## src/rtl/pn_pkg.sv

```systemverilog
package pn_pkg;

    typedef enum logic [2:0] {
        S_IDLE,
        S_REQ,
        S_WAIT,
        S_PACK,
        S_HI,
        S_LO,
        S_NULL,
        S_FIN
    } state_t;

    typedef enum logic [1:0] {
        PH_W0,
        PH_W1,
        PH_LEN,
        PH_STR
    } phase_t;

    localparam logic [1:0] RC_OK      = 2'd0;
    localparam logic [1:0] RC_NOSPACE = 2'd1;
    localparam logic [1:0] RC_BADSEC  = 2'd2;
    localparam logic [1:0] RC_RDERR   = 2'd3;

    localparam int PACK_CHARS = 11;

endpackage

```

## src/rtl/pn_hex_char.sv

```systemverilog
module pn_hex_char (
    input  logic [3:0] nib,
    output logic [7:0] chr
);
    always_comb begin
        if (nib < 4'd10) chr = 8'h30 + {4'd0, nib};
        else             chr = 8'h41 + {4'd0, nib} - 8'd10;
    end

    // the result always lies in the digit or uppercase-letter range
    always_comb begin
        a_r3_hex_range: assert ((chr >= 8'h30 && chr <= 8'h39) ||
                                (chr >= 8'h41 && chr <= 8'h46))
            else $error("hex char out of range");
    end
endmodule

```

## src/rtl/pn_cap_check.sv

```systemverilog
module pn_cap_check #(
    parameter int CAP_W = 18
) (
    input  logic             string_mode,
    input  logic [15:0]      len,
    input  logic [CAP_W-1:0] capacity,
    output logic             fits
);
    localparam int TWICE_W = 17;
    localparam logic [CAP_W-1:0] PACK_NEED = CAP_W'(pn_pkg::PACK_CHARS);

    logic [TWICE_W-1:0] twice;
    logic [CAP_W-1:0]   need;

    always_comb begin
        twice = {len, 1'b0};
        need  = string_mode ? (CAP_W'(twice) - CAP_W'(1)) : PACK_NEED;
        fits  = (capacity >= need);
    end
endmodule

```

## src/rtl/pn_string_extract.sv

```systemverilog
module pn_string_extract
    import pn_pkg::*;
#(
    parameter int AW    = 16,
    parameter int CAP_W = 18
) (
    input  logic             clk,
    input  logic             rst_n,
    input  logic             start,
    input  logic [15:0]      guard_word,
    input  logic [AW-1:0]    first_addr,
    input  logic [AW-1:0]    second_addr,
    input  logic [CAP_W-1:0] capacity,
    output logic             rd_req_valid,
    input  logic             rd_req_ready,
    output logic [AW-1:0]    rd_req_addr,
    input  logic             rd_rsp_valid,
    input  logic [15:0]      rd_rsp_data,
    input  logic             rd_rsp_err,
    output logic             out_valid,
    output logic [7:0]       out_byte,
    output logic             done,
    output logic [1:0]       err_code
);
    localparam int          PIDX_W    = $clog2(PACK_CHARS);
    localparam logic [PIDX_W-1:0] PIDX_LAST = PIDX_W'(PACK_CHARS - 1);

    typedef struct packed {
        state_t            st;
        phase_t            ph;
        logic [AW-1:0]     addr;
        logic [AW-1:0]     off2;
        logic [15:0]       guard;
        logic [CAP_W-1:0]  cap;
        logic [15:0]       w0;
        logic [15:0]       w1;
        logic [15:0]       data;
        logic [15:0]       remain;
        logic [PIDX_W-1:0] pidx;
        logic [7:0]        obyte;
        logic              ovalid;
        logic              done;
        logic [1:0]        err;
    } regs_t;

    regs_t q, d;

    logic [3:0] nib;
    logic [7:0] hex_chr;
    logic [7:0] pack_chr;
    logic       cap_fits;

    always_comb begin
        case (q.pidx)
            4'd0:    nib = q.w0[15:12];
            4'd1:    nib = q.w0[11:8];
            4'd2:    nib = q.w0[7:4];
            4'd3:    nib = q.w0[3:0];
            4'd4:    nib = q.w1[15:12];
            4'd5:    nib = q.w1[11:8];
            4'd8:    nib = q.w1[7:4];
            default: nib = q.w1[3:0];
        endcase
    end

    pn_hex_char u_hex (
        .nib (nib),
        .chr (hex_chr)
    );

    always_comb begin
        case (q.pidx)
            4'd6:    pack_chr = 8'h2D;
            4'd7:    pack_chr = 8'h30;
            4'd10:   pack_chr = 8'h00;
            default: pack_chr = hex_chr;
        endcase
    end

    pn_cap_check #(.CAP_W(CAP_W)) u_cap (
        .string_mode (q.ph == PH_LEN),
        .len         (rd_rsp_data),
        .capacity    (q.cap),
        .fits        (cap_fits)
    );

    always_comb begin
        d        = q;
        d.ovalid = 1'b0;
        d.done   = 1'b0;
        case (q.st)
            S_IDLE: begin
                if (start) begin
                    d.guard = guard_word;
                    d.cap   = capacity;
                    d.addr  = first_addr;
                    d.off2  = second_addr;
                    d.ph    = PH_W0;
                    d.err   = RC_OK;
                    d.st    = S_REQ;
                end
            end
            S_REQ: begin
                if (rd_req_ready) d.st = S_WAIT;
            end
            S_WAIT: begin
                if (rd_rsp_valid) begin
                    if (rd_rsp_err) begin
                        d.err = RC_RDERR;
                        d.st  = S_FIN;
                    end else begin
                        case (q.ph)
                            PH_W0: begin
                                d.w0   = rd_rsp_data;
                                d.addr = q.off2;
                                d.ph   = PH_W1;
                                d.st   = S_REQ;
                            end
                            PH_W1: begin
                                d.w1 = rd_rsp_data;
                                if (q.w0 != q.guard) begin
                                    if (cap_fits) begin
                                        d.pidx = '0;
                                        d.st   = S_PACK;
                                    end else begin
                                        d.err = RC_NOSPACE;
                                        d.st  = S_FIN;
                                    end
                                end else begin
                                    d.addr = AW'(rd_rsp_data);
                                    d.ph   = PH_LEN;
                                    d.st   = S_REQ;
                                end
                            end
                            PH_LEN: begin
                                if (rd_rsp_data == 16'h0000 || rd_rsp_data == 16'hFFFF) begin
                                    d.err = RC_BADSEC;
                                    d.st  = S_FIN;
                                end else if (!cap_fits) begin
                                    d.err = RC_NOSPACE;
                                    d.st  = S_FIN;
                                end else begin
                                    d.remain = rd_rsp_data - 16'd1;
                                    if (rd_rsp_data == 16'd1) begin
                                        d.st = S_NULL;
                                    end else begin
                                        d.addr = q.addr + AW'(1);
                                        d.ph   = PH_STR;
                                        d.st   = S_REQ;
                                    end
                                end
                            end
                            default: begin
                                d.data = rd_rsp_data;
                                d.st   = S_HI;
                            end
                        endcase
                    end
                end
            end
            S_PACK: begin
                d.ovalid = 1'b1;
                d.obyte  = pack_chr;
                d.pidx   = q.pidx + PIDX_W'(1);
                if (q.pidx == PIDX_LAST) d.st = S_FIN;
            end
            S_HI: begin
                d.ovalid = 1'b1;
                d.obyte  = q.data[15:8];
                d.st     = S_LO;
            end
            S_LO: begin
                d.ovalid = 1'b1;
                d.obyte  = q.data[7:0];
                d.remain = q.remain - 16'd1;
                if (q.remain == 16'd1) begin
                    d.st = S_NULL;
                end else begin
                    d.addr = q.addr + AW'(1);
                    d.st   = S_REQ;
                end
            end
            S_NULL: begin
                d.ovalid = 1'b1;
                d.obyte  = 8'h00;
                d.st     = S_FIN;
            end
            default: begin
                d.done = 1'b1;
                d.st   = S_IDLE;
            end
        endcase
    end

    always_ff @(posedge clk or negedge rst_n) begin
        if (!rst_n) q <= '0;
        else        q <= d;
    end

    assign rd_req_valid = (q.st == S_REQ);
    assign rd_req_addr  = q.addr;
    assign out_valid    = q.ovalid;
    assign out_byte     = q.obyte;
    assign done         = q.done;
    assign err_code     = q.err;

    // a stalled request keeps its address
    a_r10_req_hold: assert property (@(posedge clk) disable iff (!rst_n)
        rd_req_valid && !rd_req_ready |=> rd_req_valid && $stable(rd_req_addr));

    // done lasts a single cycle
    a_r9_done_pulse: assert property (@(posedge clk) disable iff (!rst_n)
        done |=> !done);

    // a failed response leads to done with the read-error code
    a_r8_read_abort: assert property (@(posedge clk) disable iff (!rst_n)
        (q.st == S_WAIT) && rd_rsp_valid && rd_rsp_err |=> ##1 (done && err_code == RC_RDERR));

    // a zero length word gives the bad-section code
    a_r5_zero_len: assert property (@(posedge clk) disable iff (!rst_n)
        (q.st == S_WAIT) && (q.ph == PH_LEN) && rd_rsp_valid && !rd_rsp_err &&
        (rd_rsp_data == 16'h0000) |=> ##1 (done && err_code == RC_BADSEC));

    // no byte is sent on the done cycle
    a_r9_no_byte_on_done: assert property (@(posedge clk) disable iff (!rst_n)
        done |-> !out_valid);
endmodule

```

## config.mk

```make
export PLATFORM = sky130hd
export DESIGN_NAME = pn_string_extract
export DESIGN_NICKNAME = d
export VERILOG_FILES = /design/src/rtl/pn_pkg.sv /design/src/rtl/pn_hex_char.sv /design/src/rtl/pn_cap_check.sv /design/src/rtl/pn_string_extract.sv
export SDC_FILE = /design/constraint.sdc
export NUM_CORES = 1
export LEC_CHECK = 0
export ABC_AREA = 1
export BUFFER_PORTS_ARGS = -buffer_cell sky130_fd_sc_hd__buf_2
export CORE_MARGIN = 5
export CORE_UTILIZATION = 52
export DETAILED_ROUTE_END_ITERATION = 6
export PLACE_DENSITY_LB_ADDON = 0.08
export REMOVE_ABC_BUFFERS = 1
export SLEW_MARGIN = 20
export SYNTH_ARGS = -nofsm -noshare
export SYNTH_HDL_FRONTEND = slang
export SYNTH_SLANG_ARGS = --single-unit
```

## constraint.sdc

```tcl
create_clock -name clk -period 4.2 [get_ports clk]
set_input_delay 0 -clock clk [delete_from_list [all_inputs] [get_ports clk]]
set_output_delay 0 -clock clk [all_outputs]
set_load 0.01 [all_outputs]
```

**Yosys cells after proc, flatten, opt, wreduce, memory -nomap -nowiden**

Index checks and enable logic that the tools add are counted.

- Register bits: 151
- Input port bits: 88
- Logic and storage cells: 134

- Add/sub/neg operators: 8
- Order comparisons: 2
- Equal/unequal tests: 39
- Mux-type cells: 46
- Bitwise operators: 2
- Reduce and logical (&&, ||, !) cells: 22

Operator list:

| operator | number |
|---|---|
| $mux W18 | 6 |
| $mux W71 | 1 |
| $mux W16 | 4 |
| $pmux W18 S3 | 1 |
| $pmux W16 S3 | 1 |
| $mux W20 | 2 |
| $pmux W9 S4 | 1 |
| $eq A16 B1 Y1 const B | 2 |
| $pmux W16 S2 | 1 |
| $sub A16 B1 Y16 const B | 2 |
| $pmux W4 S7 | 1 |
| $mux W3 | 9 |
| $pmux W8 S3 | 1 |
| $mux W21 | 1 |
| $pmux W3 S7 | 1 |
| $ge A18 B18 Y1 | 1 |
| $sub A17 B1 Y18 const B | 1 |
| $add A16 B1 Y16 const B | 1 |
| $eq A16 B16 Y1 const B | 1 |
| $eq A4 B3 Y1 const B | 4 |
| $logic_not A16 Y1 | 1 |
| $ne A16 B16 Y1 | 1 |
| $ne A2 B2 Y1 const B | 8 |
| $reduce_and A4 Y1 | 4 |
| other kinds (40) | 63 |

**Longest topological paths before layout**

- Depth in word-level cells: 9
- Gate-level depth with buffers: 26
- Mapped depth without buffers: 26

**Cells and area by module**

Synthesis repeated with hierarchy kept, for this count alone.

- Cell total of the unflattened synthesis: 1364
- Area, all modules: 9882.0 µm²

By module, submodules not included:

| module | times used | cells each | area an instance (µm²) | sequential area each (µm²) |
|---|---|---|---|---|
| pn_string_extract | 1 | 1185 | 8894.8 | 3778.6 |
| pn_cap_check | 1 | 154 | 863.3 | 0.0 |
| pn_hex_char | 1 | 25 | 123.9 | 0.0 |

**Least setup slack after synthesis**

Ideal clock, no wire load.

- Kind: register -> register
- Start point: reg q[146] (netlist name)
- End point: reg q, in the netlist rd_req_addr[13]
- Library setup time: 117 ps
- Arrival time: 3056 ps
- Data required time: 4083 ps
- Slack: 1026 ps
- Stages on the path, launching flop included: 21
- Path through: dfrtp_1 -> inv_1 -> ha_1 -> buf_2 -> clkbuf_1 -> clkbuf_1 -> nand3_1 -> ha_1 -> nand2_1 -> inv_2 -> nand3_1 -> nor2_1 -> nand3b_1 -> nand3_2 -> nor2_1 -> a21boi_4 -> nand2_2 -> buf_6 -> buf_12 -> nand2_2 -> nand2_1

- Cells in the longest elaborated chain, start to end: 5

RTL lines:

| element | RTL line | source |
|---|---|---|
| from (decl) | pn_string_extract.sv:46 | `regs_t q, d;` |
| from (signal assigned) | pn_string_extract.sv:196 | `if (!rst_n) q <= '0;` |
| from (signal assigned) | pn_string_extract.sv:197 | `else q <= d;` |
| $eq A2 B2 Y1, or another cell as far along | pn_string_extract.sv:81, pn_string_extract.sv:112 |  |
| $mux W18 / $pmux W18 S3 (equally long branches) | pn_cap_check.sv:17, pn_string_extract.sv:112 |  |
| $ge A18 B18 Y1 / $mux W18 (equally long branches) | pn_cap_check.sv:18, pn_string_extract.sv:108 |  |
| $ne A3 B3 Y1 (no line) / $mux W21 (equally long branches) | - |  |
| $reduce_and A10 Y1 (no line) / $pmux W16 S3 (equally long branches) | - |  |

Several ways; a longest one is shown, not always the timed one. The select of a mux whose other input is x is not followed.
A chain may end at the register's enable or synchronous reset.

**Worst setup path in the final report**

- Start point: in rd_rsp_data[0]
- End point: reg q, in the netlist rd_req_addr[12]

- Cells in the longest elaborated chain, start to end: 5

RTL lines:

| element | RTL line | source |
|---|---|---|
| from (decl) | pn_string_extract.sv:18 | `input logic [15:0] rd_rsp_data,` |
| $sub A17 B1 Y18 | pn_cap_check.sv:17 | `need = string_mode ? (CAP_W'(twice) - CAP_W'(1)) : PACK_NEED;` |
| $mux W18 | pn_cap_check.sv:17 |  |
| $ge A18 B18 Y1 | pn_cap_check.sv:18 | `fits = (capacity >= need);` |
| $ne A3 B3 Y1 (no line) | - |  |
| $reduce_and A10 Y1 (no line) * | - |  |

Mark *: on every way between the ends. The rest lies on a longest branch, timed or not.

==> flow_summary.ini <==
[worst_setup_path]
slowest_delay_ns = 0.53
r2r_end = rd_req_addr[11]
worstPathRequired_ns = 4.52
endpoint = rd_req_addr[12]
start_kind = input port
worst-path-buf-inv = 4
reg2reg_from = q[146]
path_class = input port to flip-flop
cp.depth = 24
crit_slowest_cell = dlygate4sd3_1
crit_family = simple AND/OR/NAND/NOR gates
crit_chain = dlygate4sd3_1 -> buf_2 -> inv_1 -> ha_1 -> nand2_2 -> nor2_4 -> nand2_1 -> inv_1 -> nand2_1 -> nor2_1 -> xor2_1 -> or2_2 -> ha_1 -> nand2_1 -> nand2_1 -> nand2_1 -> nand2_1 -> a21oi_1 -> nand3_2 -> nor2_1 -> a21boi_4 -> nand2_4 -> nand2_1 -> o21a_1
path_common_cell = nand2_1
cp_max_fo = 29
reg2reg_depth = 16
crit_arrival_ns = 4.03
cp-end-kind = flip-flop
startpoint = rd_rsp_data[0]
r2r_slack_ns = 0.88

[cells_and_area]
antennaDiodeCount = 0
multi_input_area_um2 = 4828
layout_common_cells = nand2_1, dfrtp_1, buf_2
area_growth_pct = 19.37
drive_gt1_frac = 0.1463
fill_cells = 1647
final_common_cell = nand2_1
final_area_um2 = 11330
nets = 1573
seq_area_um2 = 3779

[hold_path]
hp-class = input port to flip-flop

[floorplanning]
initial_core_util = 0.5283
placeableCoreArea_um2 = 17960
fp.dieW_um = 145.1
fp.dieH_um = 145.1
io_pins = 117
fp-row-count = 49
die_area_um2 = 21050

[detailed_routing]
drt_iter0_markers = 563
wl_met3_mm = 1.719
wl_met2_mm = 13.26
antenna_left = 0
routed_wl_mm = 27.56
via_per_inst = 5.284
drt-met1-wl_mm = 11.90
vias = 8941
top_layer_used = met5
drt_first_pass_iters = 5
drc = 0
wire_per_inst_um = 16.29

[cts]
cts.htree.levels = 4
path_clk_slew_ns = 0.06
clkSinkCount = 151
clockBufferDepth = 2
cts_tree = yes
cts_buffers = 17
cts-root-buf = clkbuf_16
clock_latency_ns = 0.43

[power]
peakVddDrop_mv = 0.3835
leakage_nw = 5.722
p_per_area_nw_per_um2 = 685.0

[synth]
synth_area_um2 = 9490
yosys-top-cells-area = dfrtp_1, nand2_1, o21ai_0
synth_top_area_frac = 0.3982
synth_top_cell_by_area = dfrtp_1
synthCells = 1305
yosysUniqueCellTypes = 48
synth-edff-count = 0
async_flop_share = 1.000
yosys_most_used_dff = dfrtp_1
ys_ff_latch = 151
avgSynthCellArea_um2 = 7.272
seq_area_frac_synth = 0.3982
ys_warn_count = 0

[grt]
grt_pass1_wl_mm = 45.46
grt_max_degree = 76
gr-total-overflow = 0
antenna_found_initial = 1
grt_pass1_vias = 8845
grt_use_total = 0.2638

[timing]
rsz0062_at_grt = no
finalSetupViolCount = 0
tightestPinTransition_ns = 0.9963
finalMaxSlewViolations = 0
setup_slack_ns = 0.4872
clock_skew_ns = 0.008524
relSlewSlack = 0.3358
whs_ns = 0.01838
period_needed_ns = 3.713
tns_ns = 0
min_period_over_period = 0.8840
fmax_ghz = 0.2693
report.final.hold_viol_count = 0

[placement]
post_dp_cell_area_um2 = 9993
hpwl_mm = 19.30
place_congestion = 0.9145
port_buffers = 116
dp_slack_ns = 0.5328

[run_status]
outcome = completed

[flow_run]
drv_cap = 0
## flip-flops by register name (all words and copies together) (netlist names)
signal / count
done: 1
err_code: 2
out_byte: 8
out_valid: 1
q: 123
rd_req_addr: 16
## power breakdown
group | leakage [nW] | internal, mW | switching [mW]
Clock | 0.267 | 0.884 | 0.619
Sequential | 1.90 | 2.06 | 0.533
Combinational | 3.55 | 1.31 | 2.35
## worst min-delay path, cell delays in order
cell	delay (ns)
buf_2	0.15
inv_2	0.14
o21ai_0	0.10
## stage by stage
stage               power [mW]  cells    util
CTS                      7.778   1692  0.6304
finish                   7.760   1692  0.6306
global placement         6.116   1586  0.5563
global route             8.440   1692  0.6306
detailed placement       6.182   1586  0.5563
floorplan                5.096   1233       -
## layer usage
layer,GRT usage,vias up
met4,0.08256,2
met2,0.4354,295
li1,-,4454
met5,0,-
met3,0.04771,59
met1,0.3546,4131
## synthesized netlist by cell type (17+ instances only)
library cell  number
a21oi_1           34
nor3_1            17
ha_1              33
o21ai_0           94
clkbuf_1          22
nand2_1          455
nor2_1            96
inv_1            113
buf_4             29
nand4_1           19
xor2_1            25
dfrtp_1          151
nand3_1           67
## kinds of logic after synthesis
kind of cell	after synthesis	share of synthesized area
buf+inv	194	0.09427
xor+xnor	35	0.03230
fa+ha+maj	33	0.04351
flops	151	0.3982
mux	1	0.001055
simple gates	703	0.3133
compound gates	188	0.1175
## final cells by class
type | instances | area share
clock inverters | 11 | 0.01116
well taps | 229 | 0.02529
inverters | 122 | 0.04042
multi-input cells | 960 | 0.4262
repair buffers | 200 | 0.1243
flip-flops and latches | 151 | 0.3336
clock buffers | 19 | 0.03910
## timing repair
action / CTS / global route
setup endpoints to repair: 0 / 15
endpoints found under the hold margin: 157 / 0
resized for setup: 0 / 1
hold buffers: 76 / 0
buffers inserted: 0 / 0
## how the worst min path moves through the flow
stage,start,end,slack (ns),cells after the start
2_1_floorplan,rst_n,done,-0.30,0
3_3_place_gp,rst_n,q[109],0.07,1
3_5_place_dp,rst_n,q[112],0.07,1
4_1_cts,first_addr[9],rd_req_addr[9],0.005,7
5_1_grt,rd_rsp_data[7],q[71],0.02,3
6_report,rd_rsp_data[5],q[69],0.02,3
No activity file was read; power rests on OpenSTA's default activity.
